`src/rtl/rdcal_pkg.sv`:
```
package rdcal_pkg;
    typedef enum logic [3:0] {
        ST_IDLE,
        ST_GRP,
        ST_WAIT,
        ST_CHK,
        ST_REF,
        ST_SRCH,
        ST_BACK,
        ST_DONE
    } cal_st_e;
endpackage

```
`src/rtl/rdcal_tap_bank.sv`:
```
module rdcal_tap_bank #(
    parameter int LANES     = 8,
    parameter int TAP_W     = 6,
    parameter int TAP_LIMIT = 55
) (
    input  logic                        clk,
    input  logic                        rst_n,
    input  logic                        cmd_ce,
    input  logic                        cmd_inc,
    input  logic [LANES-1:0]            cmd_sel,
    output logic [LANES-1:0][TAP_W-1:0] taps_o
);
    logic [LANES-1:0][TAP_W-1:0] tap_d, tap_q;

    always_comb begin
        tap_d = tap_q;
        for (int i = 0; i < LANES; i++) begin
            if (cmd_ce && cmd_sel[i]) begin
                tap_d[i] = cmd_inc ? tap_q[i] + 1'b1 : tap_q[i] - 1'b1;
            end
        end
    end

    always_ff @(posedge clk or negedge rst_n) begin
        if (!rst_n) tap_q <= '0;
        else        tap_q <= tap_d;
    end

    assign taps_o = tap_q;

    for (genvar g = 0; g < LANES; g++) begin : g_lane_chk

        tap_limit_chk: assert property (@(posedge clk) disable iff (!rst_n)
            tap_q[g] <= TAP_W'(TAP_LIMIT));

        no_underflow_chk: assert property (@(posedge clk) disable iff (!rst_n)
            (cmd_ce && !cmd_inc && cmd_sel[g]) |-> (tap_q[g] != '0));
    end
endmodule

```
`src/rtl/rdcal_window.sv`:
```
module rdcal_window #(
    parameter int LANES  = 8,
    parameter int WINDOW = 10
) (
    input  logic             clk,
    input  logic             rst_n,
    input  logic             go_i,
    input  logic [LANES-1:0] dq_i,
    output logic             fin_o,
    output logic             bad_o
);
    localparam int CNT_W = (WINDOW > 1) ? $clog2(WINDOW) : 1;

    typedef struct packed {
        logic             act;
        logic [CNT_W-1:0] cnt;
        logic             ref_bit;
        logic             bad;
        logic             fin;
    } win_t;

    win_t win_d, win_q;
    logic uni, flag;

    always_comb begin
        win_d     = win_q;
        win_d.fin = 1'b0;
        uni       = (&dq_i) | ~(|dq_i);
        flag      = 1'b0;
        if (go_i) begin
            win_d.act = 1'b1;
            win_d.cnt = '0;
            win_d.bad = 1'b0;
        end else if (win_q.act) begin
            if (win_q.cnt == '0) win_d.ref_bit = dq_i[0];
            flag      = !uni || ((win_q.cnt != '0) && (dq_i[0] != win_q.ref_bit));
            win_d.bad = win_q.bad | flag;
            if (win_q.cnt == CNT_W'(WINDOW - 1)) begin
                win_d.act = 1'b0;
                win_d.fin = 1'b1;
            end else begin
                win_d.cnt = win_q.cnt + 1'b1;
            end
        end
    end

    always_ff @(posedge clk or negedge rst_n) begin
        if (!rst_n) win_q <= '0;
        else        win_q <= win_d;
    end

    assign fin_o = win_q.fin;
    assign bad_o = win_q.bad;


    fin_pulse_chk: assert property (@(posedge clk) disable iff (!rst_n)
        fin_o |=> !fin_o);

    go_restart_chk: assert property (@(posedge clk) disable iff (!rst_n)
        go_i |=> !fin_o);
endmodule

```
`src/rtl/rdly_calib.sv`:
```
module rdly_calib #(
    parameter int LANES      = 8,
    parameter int TAP_W      = 6,
    parameter int INIT_TAPS  = 14,
    parameter int QTR_TAPS   = 14,
    parameter int TAP_LIMIT  = 55,
    parameter int ALIGN_STEP = 2,
    parameter int WINDOW     = 10,
    parameter int SETTLE     = 3
) (
    input  logic                     clk,
    input  logic                     rst_n,
    input  logic                     cal_start,
    input  logic [LANES-1:0]         dq_smp,
    output logic [LANES-1:0]         dly_sel,
    output logic                     dly_ce,
    output logic                     dly_inc,
    output logic                     cal_done,
    output logic [LANES*TAP_W-1:0]   tap_mirror
);
    import rdcal_pkg::*;

    localparam int LANE_W = $clog2(LANES);
    localparam int SET_W  = $clog2(SETTLE + 1);
    localparam int STEP_W = TAP_W;
    localparam int GAP_W  = SET_W + 1;
    localparam logic [GAP_W-1:0] GAP_MAX = GAP_W'(SETTLE + 1);

    typedef struct packed {
        cal_st_e           st;
        cal_st_e           ret;
        logic [SET_W-1:0]  settle;
        logic [STEP_W-1:0] step;
        logic [LANE_W-1:0] lane;
        logic              ref_bit;
        logic              aligned;
        logic              ce;
        logic              inc;
        logic [LANES-1:0]  sel;
        logic              done;
        logic              chk_go;
    } fsm_t;

    fsm_t fsm_d, fsm_q;

    logic [LANES-1:0][TAP_W-1:0] taps;
    logic                        win_fin, win_bad;
    logic [TAP_W-1:0]            lane_tap, grp_tap;

    rdcal_tap_bank #(
        .LANES(LANES), .TAP_W(TAP_W), .TAP_LIMIT(TAP_LIMIT)
    ) u_bank (
        .clk(clk), .rst_n(rst_n),
        .cmd_ce(fsm_q.ce), .cmd_inc(fsm_q.inc), .cmd_sel(fsm_q.sel),
        .taps_o(taps)
    );

    rdcal_window #(
        .LANES(LANES), .WINDOW(WINDOW)
    ) u_win (
        .clk(clk), .rst_n(rst_n),
        .go_i(fsm_q.chk_go), .dq_i(dq_smp),
        .fin_o(win_fin), .bad_o(win_bad)
    );

    assign lane_tap = taps[fsm_q.lane];
    assign grp_tap  = taps[0];

    always_comb begin
        fsm_d        = fsm_q;
        fsm_d.ce     = 1'b0;
        fsm_d.chk_go = 1'b0;
        case (fsm_q.st)
            ST_IDLE: begin
                if (cal_start) begin
                    fsm_d.step    = STEP_W'(INIT_TAPS);
                    fsm_d.aligned = 1'b0;
                    fsm_d.st      = ST_GRP;
                end
            end
            ST_GRP: begin
                if (fsm_q.step == '0) begin
                    fsm_d.st     = ST_CHK;
                    fsm_d.chk_go = 1'b1;
                end else if (grp_tap >= TAP_W'(TAP_LIMIT)) begin
                    fsm_d.lane = '0;
                    fsm_d.st   = ST_REF;
                end else begin
                    fsm_d.ce     = 1'b1;
                    fsm_d.inc    = 1'b1;
                    fsm_d.sel    = '1;
                    fsm_d.step   = fsm_q.step - 1'b1;
                    fsm_d.settle = SET_W'(SETTLE);
                    fsm_d.ret    = ST_GRP;
                    fsm_d.st     = ST_WAIT;
                end
            end
            ST_WAIT: begin
                if (fsm_q.settle == '0) fsm_d.st = fsm_q.ret;
                else                    fsm_d.settle = fsm_q.settle - 1'b1;
            end
            ST_CHK: begin
                if (win_fin) begin
                    if (win_bad) begin
                        fsm_d.step    = fsm_q.aligned ? STEP_W'(1) : STEP_W'(ALIGN_STEP);
                        fsm_d.aligned = 1'b1;
                        fsm_d.st      = ST_GRP;
                    end else begin
                        fsm_d.lane = '0;
                        fsm_d.st   = ST_REF;
                    end
                end
            end
            ST_REF: begin
                fsm_d.ref_bit = dq_smp[fsm_q.lane];
                if (lane_tap >= TAP_W'(TAP_LIMIT)) begin
                    fsm_d.step = STEP_W'(QTR_TAPS);
                    fsm_d.st   = ST_BACK;
                end else begin
                    fsm_d.ce     = 1'b1;
                    fsm_d.inc    = 1'b1;
                    fsm_d.sel    = LANES'(1) << fsm_q.lane;
                    fsm_d.settle = SET_W'(SETTLE);
                    fsm_d.ret    = ST_SRCH;
                    fsm_d.st     = ST_WAIT;
                end
            end
            ST_SRCH: begin
                if ((dq_smp[fsm_q.lane] != fsm_q.ref_bit) ||
                    (lane_tap >= TAP_W'(TAP_LIMIT))) begin
                    fsm_d.step = STEP_W'(QTR_TAPS);
                    fsm_d.st   = ST_BACK;
                end else begin
                    fsm_d.ce     = 1'b1;
                    fsm_d.inc    = 1'b1;
                    fsm_d.sel    = LANES'(1) << fsm_q.lane;
                    fsm_d.settle = SET_W'(SETTLE);
                    fsm_d.ret    = ST_SRCH;
                    fsm_d.st     = ST_WAIT;
                end
            end
            ST_BACK: begin
                if (fsm_q.step == '0) begin
                    if (fsm_q.lane == LANE_W'(LANES - 1)) begin
                        fsm_d.st = ST_DONE;
                    end else begin
                        fsm_d.lane = fsm_q.lane + 1'b1;
                        fsm_d.st   = ST_REF;
                    end
                end else begin
                    fsm_d.ce     = 1'b1;
                    fsm_d.inc    = 1'b0;
                    fsm_d.sel    = LANES'(1) << fsm_q.lane;
                    fsm_d.step   = fsm_q.step - 1'b1;
                    fsm_d.settle = SET_W'(SETTLE);
                    fsm_d.ret    = ST_BACK;
                    fsm_d.st     = ST_WAIT;
                end
            end
            ST_DONE: begin
                fsm_d.done = 1'b1;
            end
            default: fsm_d.st = ST_IDLE;
        endcase
    end

    always_ff @(posedge clk or negedge rst_n) begin
        if (!rst_n) begin
            fsm_q     <= '0;
            fsm_q.st  <= ST_IDLE;
            fsm_q.ret <= ST_IDLE;
        end else begin
            fsm_q <= fsm_d;
        end
    end

    assign dly_sel    = fsm_q.sel;
    assign dly_ce     = fsm_q.ce;
    assign dly_inc    = fsm_q.inc;
    assign cal_done   = fsm_q.done;
    assign tap_mirror = taps;

    logic [GAP_W-1:0] gap_q;
    always_ff @(posedge clk or negedge rst_n) begin
        if (!rst_n)              gap_q <= GAP_MAX;
        else if (dly_ce)         gap_q <= '0;
        else if (gap_q != GAP_MAX) gap_q <= gap_q + 1'b1;
    end


    settle_gap_chk: assert property (@(posedge clk) disable iff (!rst_n)
        dly_ce |-> (gap_q >= GAP_W'(SETTLE)));

    sel_shape_chk: assert property (@(posedge clk) disable iff (!rst_n)
        dly_ce |-> ((&dly_sel) || ($countones(dly_sel) == 1)));

    ce_pulse_chk: assert property (@(posedge clk) disable iff (!rst_n)
        dly_ce |=> !dly_ce);

    done_hold_chk: assert property (@(posedge clk) disable iff (!rst_n)
        cal_done |=> cal_done);

    done_quiet_chk: assert property (@(posedge clk) disable iff (!rst_n)
        cal_done |-> !dly_ce);
endmodule

```
`config.mk`:
```
export PLATFORM = sky130hd
export DESIGN_NAME = rdly_calib
export DESIGN_NICKNAME = d
export VERILOG_FILES = /design/src/rtl/rdcal_pkg.sv /design/src/rtl/rdcal_tap_bank.sv /design/src/rtl/rdcal_window.sv /design/src/rtl/rdly_calib.sv
export SDC_FILE = /design/constraint.sdc
export NUM_CORES = 1
export LEC_CHECK = 0
export CAP_MARGIN = 10
export CELL_PAD_IN_SITES_DETAIL_PLACEMENT = 0
export CELL_PAD_IN_SITES_GLOBAL_PLACEMENT = 1
export CORE_MARGIN = 5
export CORE_UTILIZATION = 45
export DETAILED_ROUTE_END_ITERATION = 7
export DONT_BUFFER_PORTS = 1
export PLACE_DENSITY_LB_ADDON = 0.1
export SYNTH_ARGS = -nofsm -noshare
export SYNTH_HDL_FRONTEND = slang
export SYNTH_SLANG_ARGS = --single-unit
```
`constraint.sdc`:
```
create_clock -name clk -period 6.45 [get_ports clk]
set_input_delay 0 -clock clk [delete_from_list [all_inputs] [get_ports clk]]
set_output_delay 0 -clock clk [all_outputs]
set_load 0.02 [all_outputs]
```
==> results.md, run 1 <==
* DRT Wirelength at approximately 13000 um
* Bufs on Longest Clock Path at 2
* Global-route wire length before repair at 21400 um
* Switching Share at 0.213
* Tcrit/Tclk final at 0.462
* I/O Pins at 70
* #FFs+latches synth at between 80 and 90
* CTS tree: yes
* Routability cong. at 0.811
* Largest cells by area after synthesis: dfrtp_1 40%, ha_1 9.9%, xnor2_1 5.3%
* Status: finished clean
* Seq pwr share at 0.499
* Routed Antenna Nets at 0
* Port bufs at 0
* Layout cells sized above 1 at 0.0696
* Gr usage total at 0.186
* Row count at 40
* Area leader, netlist: dfrtp_1
* Average wire per standard cell at roughly 18 um
* Synthesis-to-layout area growth at 7.85%
* Clock transition at path regs at 70 ps
* Synth Instances at roughly 560
* CP startpoint kind: flip-flop
* Vias in the first global route at 3982
* Remaining global-route overflow at 0
* Die Area at around 14000 um^2
* Worst vdd rail ir drop at between 0.1 and 0.15 mV
* Final hold viol count at 0
* Core ar. at roughly 12000 um^2
* Most common cell after layout, fill and taps aside: dfrtp_1
* DR DRC count at 0
* Actual slew at the worst max-slew pin at slightly above 700 ps
* Reg area at 2180 um^2
* Syn Area/Cell at between 9 and 10 um^2
* Initial antenna violation count at 0
* Post-synth EDFFs at 0
* Die Span Y at about 120 um
* Synth Warn # at 0
* Skew final at ~7.8 ps
* CTS buffer count at 9
* Logic gate share of total power at 0.016
* Type of the worst min-delay path: input pin to flip-flop
* CP endpoint kind: flip-flop
* Synth Net Count at around 620
* Sequential share of the synthesized area at 0.399
* Cell Pwr Density at 186 nW/um^2
* HPWL Detailed at a little over 9000 um
* Crit Path Max Fanout at 36
* Slack of the worst reg-to-reg path at ~3500 ps
* Fin crit period at between 2000 and 3000 ps
* Synth Cell Area at ~5500 um^2
* Post-synth ARST share at 1.00
* Clk network pwr share at 0.484
* Post-synth cell types at 59
* Internal power at ~0.86 mW
* Most frequent cells in the layout: 87 x dfrtp_1, 58 x nand2_1, 55 x nor2_1
* Die Width at between 100 and 150 um
* Detailed Route Iter0 Violations at 269
* RSZ-0062 raised after global routing: false
* Vias at between 4000 and 5000
* Worst path required time at roughly 6700 ps
* Maxcap violations at 0
* Hold_ws at 22.6 ps
* Root Driver: clkbuf_16
* Sw Pwr at 0.233 mW
* Critical path class: flip-flop to flip-flop
* Main synth FF type: dfrtp_1
* Inserted Diodes at 0
* Post-Route Utilization at 0.492
* Clock net sink count at 87
* Setup violators final at 0
* Largest net degree at the start of global routing at between 80 and 90
* H-tree depth at 3
* Rel. slew slack at 0.524
* Lkg Pwr at around 2.7 nW
* Area occupied by multi-input gates at approximately 3100 um^2
* Router iterations before antenna repair at 6
* Initial core utilization at 0.456
* Area share of the largest cell type after synthesis at 0.399
* Vias per cell at between 5 and 6
* Max Clk Rate at about 340 MHz
* CP arrival at around 3300 ps
* Fill count at between 1000 and 1500
* Setup TNS at 0 ps
* NumNets Final at 617
* Post CTS Setup Buffer Count at 0
* Latest clock arrival within the worst-skew pair at 350 ps
* Final slew viol count at 0
-- state kept, by name, indices dropped and copies added, names as in the netlist --
register,flops
u_bank.taps_o,48
u_win.bad_o,1
u_win.fin_o,1
dly_sel,8
fsm_q,20
u_win.win_q,6
dly_inc,1
dly_ce,1
cal_done,1
-- stage by stage --
stage	power [mW]	area (um^2)	setup WS, ps	std cells
after floorplan	0.560	5450	3820	557
after CTS	1.11	5880	3450	707
after global placement	0.560	5530	3500	687
after detailed placement	0.560	5530	3470	687
final	1.09	5880	3470	707
after global routing	1.14	5880	3210	707
-- final cells by class --
cell class | instances | share of cell area
flip-flops and latches | 87 | 0.370
clock inverters | 4 | 0.00766
clock buffers | 12 | 0.0419
inverters | 28 | 0.0179
multi-input cells | 424 | 0.520
well taps | 147 | 0.0313
repair buffers | 5 | 0.0111
-- worst paths after layout --
| path | start | end | depth (start not counted) |
|---|---|---|---|
| setup / recovery | dly_inc | u_bank.taps_o[29] | 9 |
| hold / removal | dq_smp[0] | u_win.bad_o | 5 |
| setup reg to reg | dly_inc | u_bank.taps_o[29] | 9 |
| hold reg to reg | fsm_q[18] | fsm_q[18] | 1 |
| max in group asynchronous | rst_n | fsm_q[19] | 2 |
| min in group asynchronous | rst_n | fsm_q[12] | 2 |
-- power by group through the flow --
stage          logic (mW)  clock network, mW  registers [mW]
2_1_floorplan     0.00332                  0           0.556
5_1_grt            0.0211              0.568           0.546
3_5_place_dp      0.00374                  0           0.556
6_report           0.0180              0.530           0.546
4_1_cts            0.0193              0.547           0.546
3_3_place_gp      0.00367                  0           0.556
-- layer usage --
metal	vias up	global-route usage	part of all wire
li1	1971	-	-
met1	1987	0.246	0.45
met2	76	0.301	0.49
met3	14	0.0415	0.043
met4	0	0.0616	0.017
met5	-	0	0
-- cell usage after synthesis (2+ instances only) --
cell type / count
a211o_1: 4
a21o_1: 10
a21oi_1: 35
a2bb2oi_1: 3
a311oi_1: 5
a31o_2: 3
a31oi_1: 8
and3_1: 4
buf_4: 8
buf_6: 2
clkbuf_1: 8
dfrtp_1: 87
fa_1: 8
ha_1: 43
inv_1: 25
inv_2: 2
mux2_1: 3
mux2_2: 11
mux2_4: 3
mux2i_1: 13
nand2_1: 58
nand2b_1: 2
nand3_1: 10
nand3b_1: 2
nand4_1: 3
nor2_1: 55
nor2b_1: 4
nor3_1: 6
nor3b_1: 2
nor4_1: 5
o211ai_1: 6
o21ai_0: 36
o21bai_1: 8
o22ai_1: 2
o311ai_0: 3
o311ai_1: 3
o31a_1: 2
or3_1: 2
or4_1: 2
xnor2_1: 33
xor2_1: 10
-- what timing repair did --
item / CTS / global route
hold buffers: 4 / 0
resized for setup: 0 / 0
setup endpoints to repair: 0 / 0
hold endpoints to repair: 91 / 0
-- kinds of logic (layout without fill, tap and decap cells) --
group	count (synthesis)	after routing	synth area share
simple gates	159	159	0.130
compound gates	140	140	0.169
flops	87	87	0.399
fa+ha+maj	51	51	0.128
buf+inv	46	49	0.0399
xor+xnor	43	43	0.0691
mux	31	31	0.0652
-- critical path, stage by stage, from the launching register on --
cell and delay [ps]:
dfrtp_1 620, inv_2 390, buf_4 490, ha_1 320
a21o_1 180, a21oi_1 220, o21bai_1 90, a21oi_1 180
mux2i_1 230, xnor2_1 130
No activity file was read; power rests on OpenSTA's default activity.
==> inputs of run 2 (changes only) <==
==> constraint.sdc (replaced) <==
create_clock -name clk -period 2.4 [get_ports clk]
set_input_delay 0 -clock clk [delete_from_list [all_inputs] [get_ports clk]]
set_output_delay 0 -clock clk [all_outputs]
set_load 0.02 [all_outputs]
==> run 2 against run 1 <==
Compared with the run above: the flow now finishes with violations (setup timing); first-iteration DRC count fell by 18%; combinational power rose to 2.8 times the previous value; flip-flop and latch count is the same; die area stayed put; critical path depth shrank 3; global-route usage is 1.0 points higher; sequential power grew to 2.7 times the previous value; sequential share of layout area down 4.1 points; wire length is 5.5% higher; hold slack got worse by 8.7 ps.
==> results.md, run 2 (synthesis results as in run 1) <==
* Gr usage total at 0.196
* CP endpoint kind: flip-flop
* Tot Pwr at between 3 and 4 mW
* Lkg Pwr at 3.11 nW
* Routability cong. at 0.882
* Skew final at roughly 7.6 ps
* Final slew viol count at 0
* Router iterations before antenna repair at 4
* Largest net degree at the start of global routing at 88
* Die Area at between 10000 and 15000 um^2
* Detailed Route Iter0 Violations at around 220
* Largest register FFs at 48
* Worst vdd rail ir drop at about 0.26 mV
* Routed Antenna Nets at 0
* HPWL Detailed at 10000 um
* Setup TNS at -30.4 ps
* Average wire per standard cell at 17.2 um
* Vias per cell at around 5.5
* Most frequent cells in the layout: 86 x dfrtp_1, 69 x buf_4, 58 x nand2_1
* Initial antenna violation count at 0
* Die Span Y at approximately 120 um
* Type of the worst min-delay path: input pin to flip-flop
* DR DRC count at 0
* Latest clock arrival within the worst-skew pair at around 350 ps
* Fill count at roughly 1000
* Worst path required time at about 2600 ps
* Core ar. at 12000 um^2
* Vias in the first global route at approximately 4300
* Layout cells sized above 1 at 0.203
* Synthesis-to-layout area growth at 21.5%
* RSZ-0062 raised after global routing: true
* Vias at roughly 4300
* Fin crit period at roughly 2400 ps
* Max Clk Rate at between 400 and 500 MHz
* Tcrit/Tclk final at 1.01
* Remaining global-route overflow at 0
* Most common cell after layout, fill and taps aside: dfrtp_1
* Post-Route Utilization at 0.554
* Slack of the critical path at -30.4 ps
* CTS buffer count at 9
* Final hold viol count at 0
* Die Width at between 100 and 150 um
* Initial core utilization at 0.456
* Row count at 40
* I/O Pins at 70
* CP arrival at 2660 ps
* Crit Path Max Fanout at 5
* Maxcap violations at 0
* Status: finished, violations left
* Port bufs at 0
* Bufs on Longest Clock Path at 2
* H-tree depth at 3
* DRT Wirelength at approximately 13000 um
* CTS tree: yes
* Critical path class: flip-flop to flip-flop
* Setup violators final at 1
* Clock net sink count at 87
* Cell Pwr Density at 497 nW/um^2
* Rel. slew slack at 0.607
* CP startpoint kind: flip-flop
* Failing checks: setup timing
* Clock transition at path regs at roughly 60 ps
* Inserted Diodes at 0
* NumNets Final at slightly below 700
* Actual slew at the worst max-slew pin at 584 ps
* Root Driver: clkbuf_16
* Global-route wire length before repair at 22500 um
[run 2: layer usage]
layer / track usage / vias up / wire length, um
met3: 0.0476 / 13 / 694
met2: 0.319 / 81 / 6620
li1: - / 2126 / -
met4: 0.0680 / 0 / 225
met5: 0 / - / 0
met1: 0.254 / 2091 / 5870
[run 2: critical path: stages, from the launching register on]
cell     delay (ps)
dfrtp_2         470
mux2_4          320
mux4_2          490
mux2_4          330
and2_4          190
a21o_4          230
mux2_4          290
[run 2: per-stage QoR]
| step | hold slack [ps] | worst slack, ps | instances | area, um^2 |
|---|---|---|---|---|
| final | 13.9 | -30.4 | 779 | 6620 |
| after global routing | 59.9 | -69.2 | 779 | 6620 |
| after CTS | 4.90 | -24.2 | 778 | 6550 |
| after detailed placement | -293 | -69.8 | 757 | 6090 |
| after global placement | -293 | -19.2 | 757 | 6090 |
| after floorplan | -296 | -97.2 | 557 | 5470 |
[run 2: final timing paths]
check	startpoint	cells after the start	slack [ps]	to
max in group asynchronous	rst_n	2	1800	u_bank.taps_o[6]
hold / removal	dq_smp[4]	5	10	u_win.bad_o
setup / recovery	fsm_q[14]	6	-30	fsm_q[18]
setup reg to reg	fsm_q[14]	6	-30	fsm_q[18]
min in group asynchronous	rst_n	2	210	fsm_q[23]
hold reg to reg	fsm_q[25]	1	530	fsm_q[25]
[run 2: power breakdown]
group	switching, mW	leakage (nW)	internal [mW]	total [mW]
clock network	0.595	0.182	1.18	1.77
registers	0.000551	1.06	1.47	1.47
logic	0.0333	1.87	0.0178	0.0510
total	0.629	3.11	2.66	3.29
[run 2: timing repair]
action                     in CTS  in global routing
setup endpoints to repair      18                 22
setup buffers                   0                  1
hold buffers                    5                  0
hold endpoints to repair       92                  0
resized for setup               4                 18
pin swaps                       2                  3
[run 2: area by class of cell]
type	count	area, um^2	share of cell area
repair buffers	77	637	0.0962
inverters	28	110	0.0166
multi-input cells	424	3130	0.473
flip-flops and latches	87	2180	0.329
clock inverters	5	128	0.0193
well taps	147	184	0.0278
clock buffers	11	253	0.0382
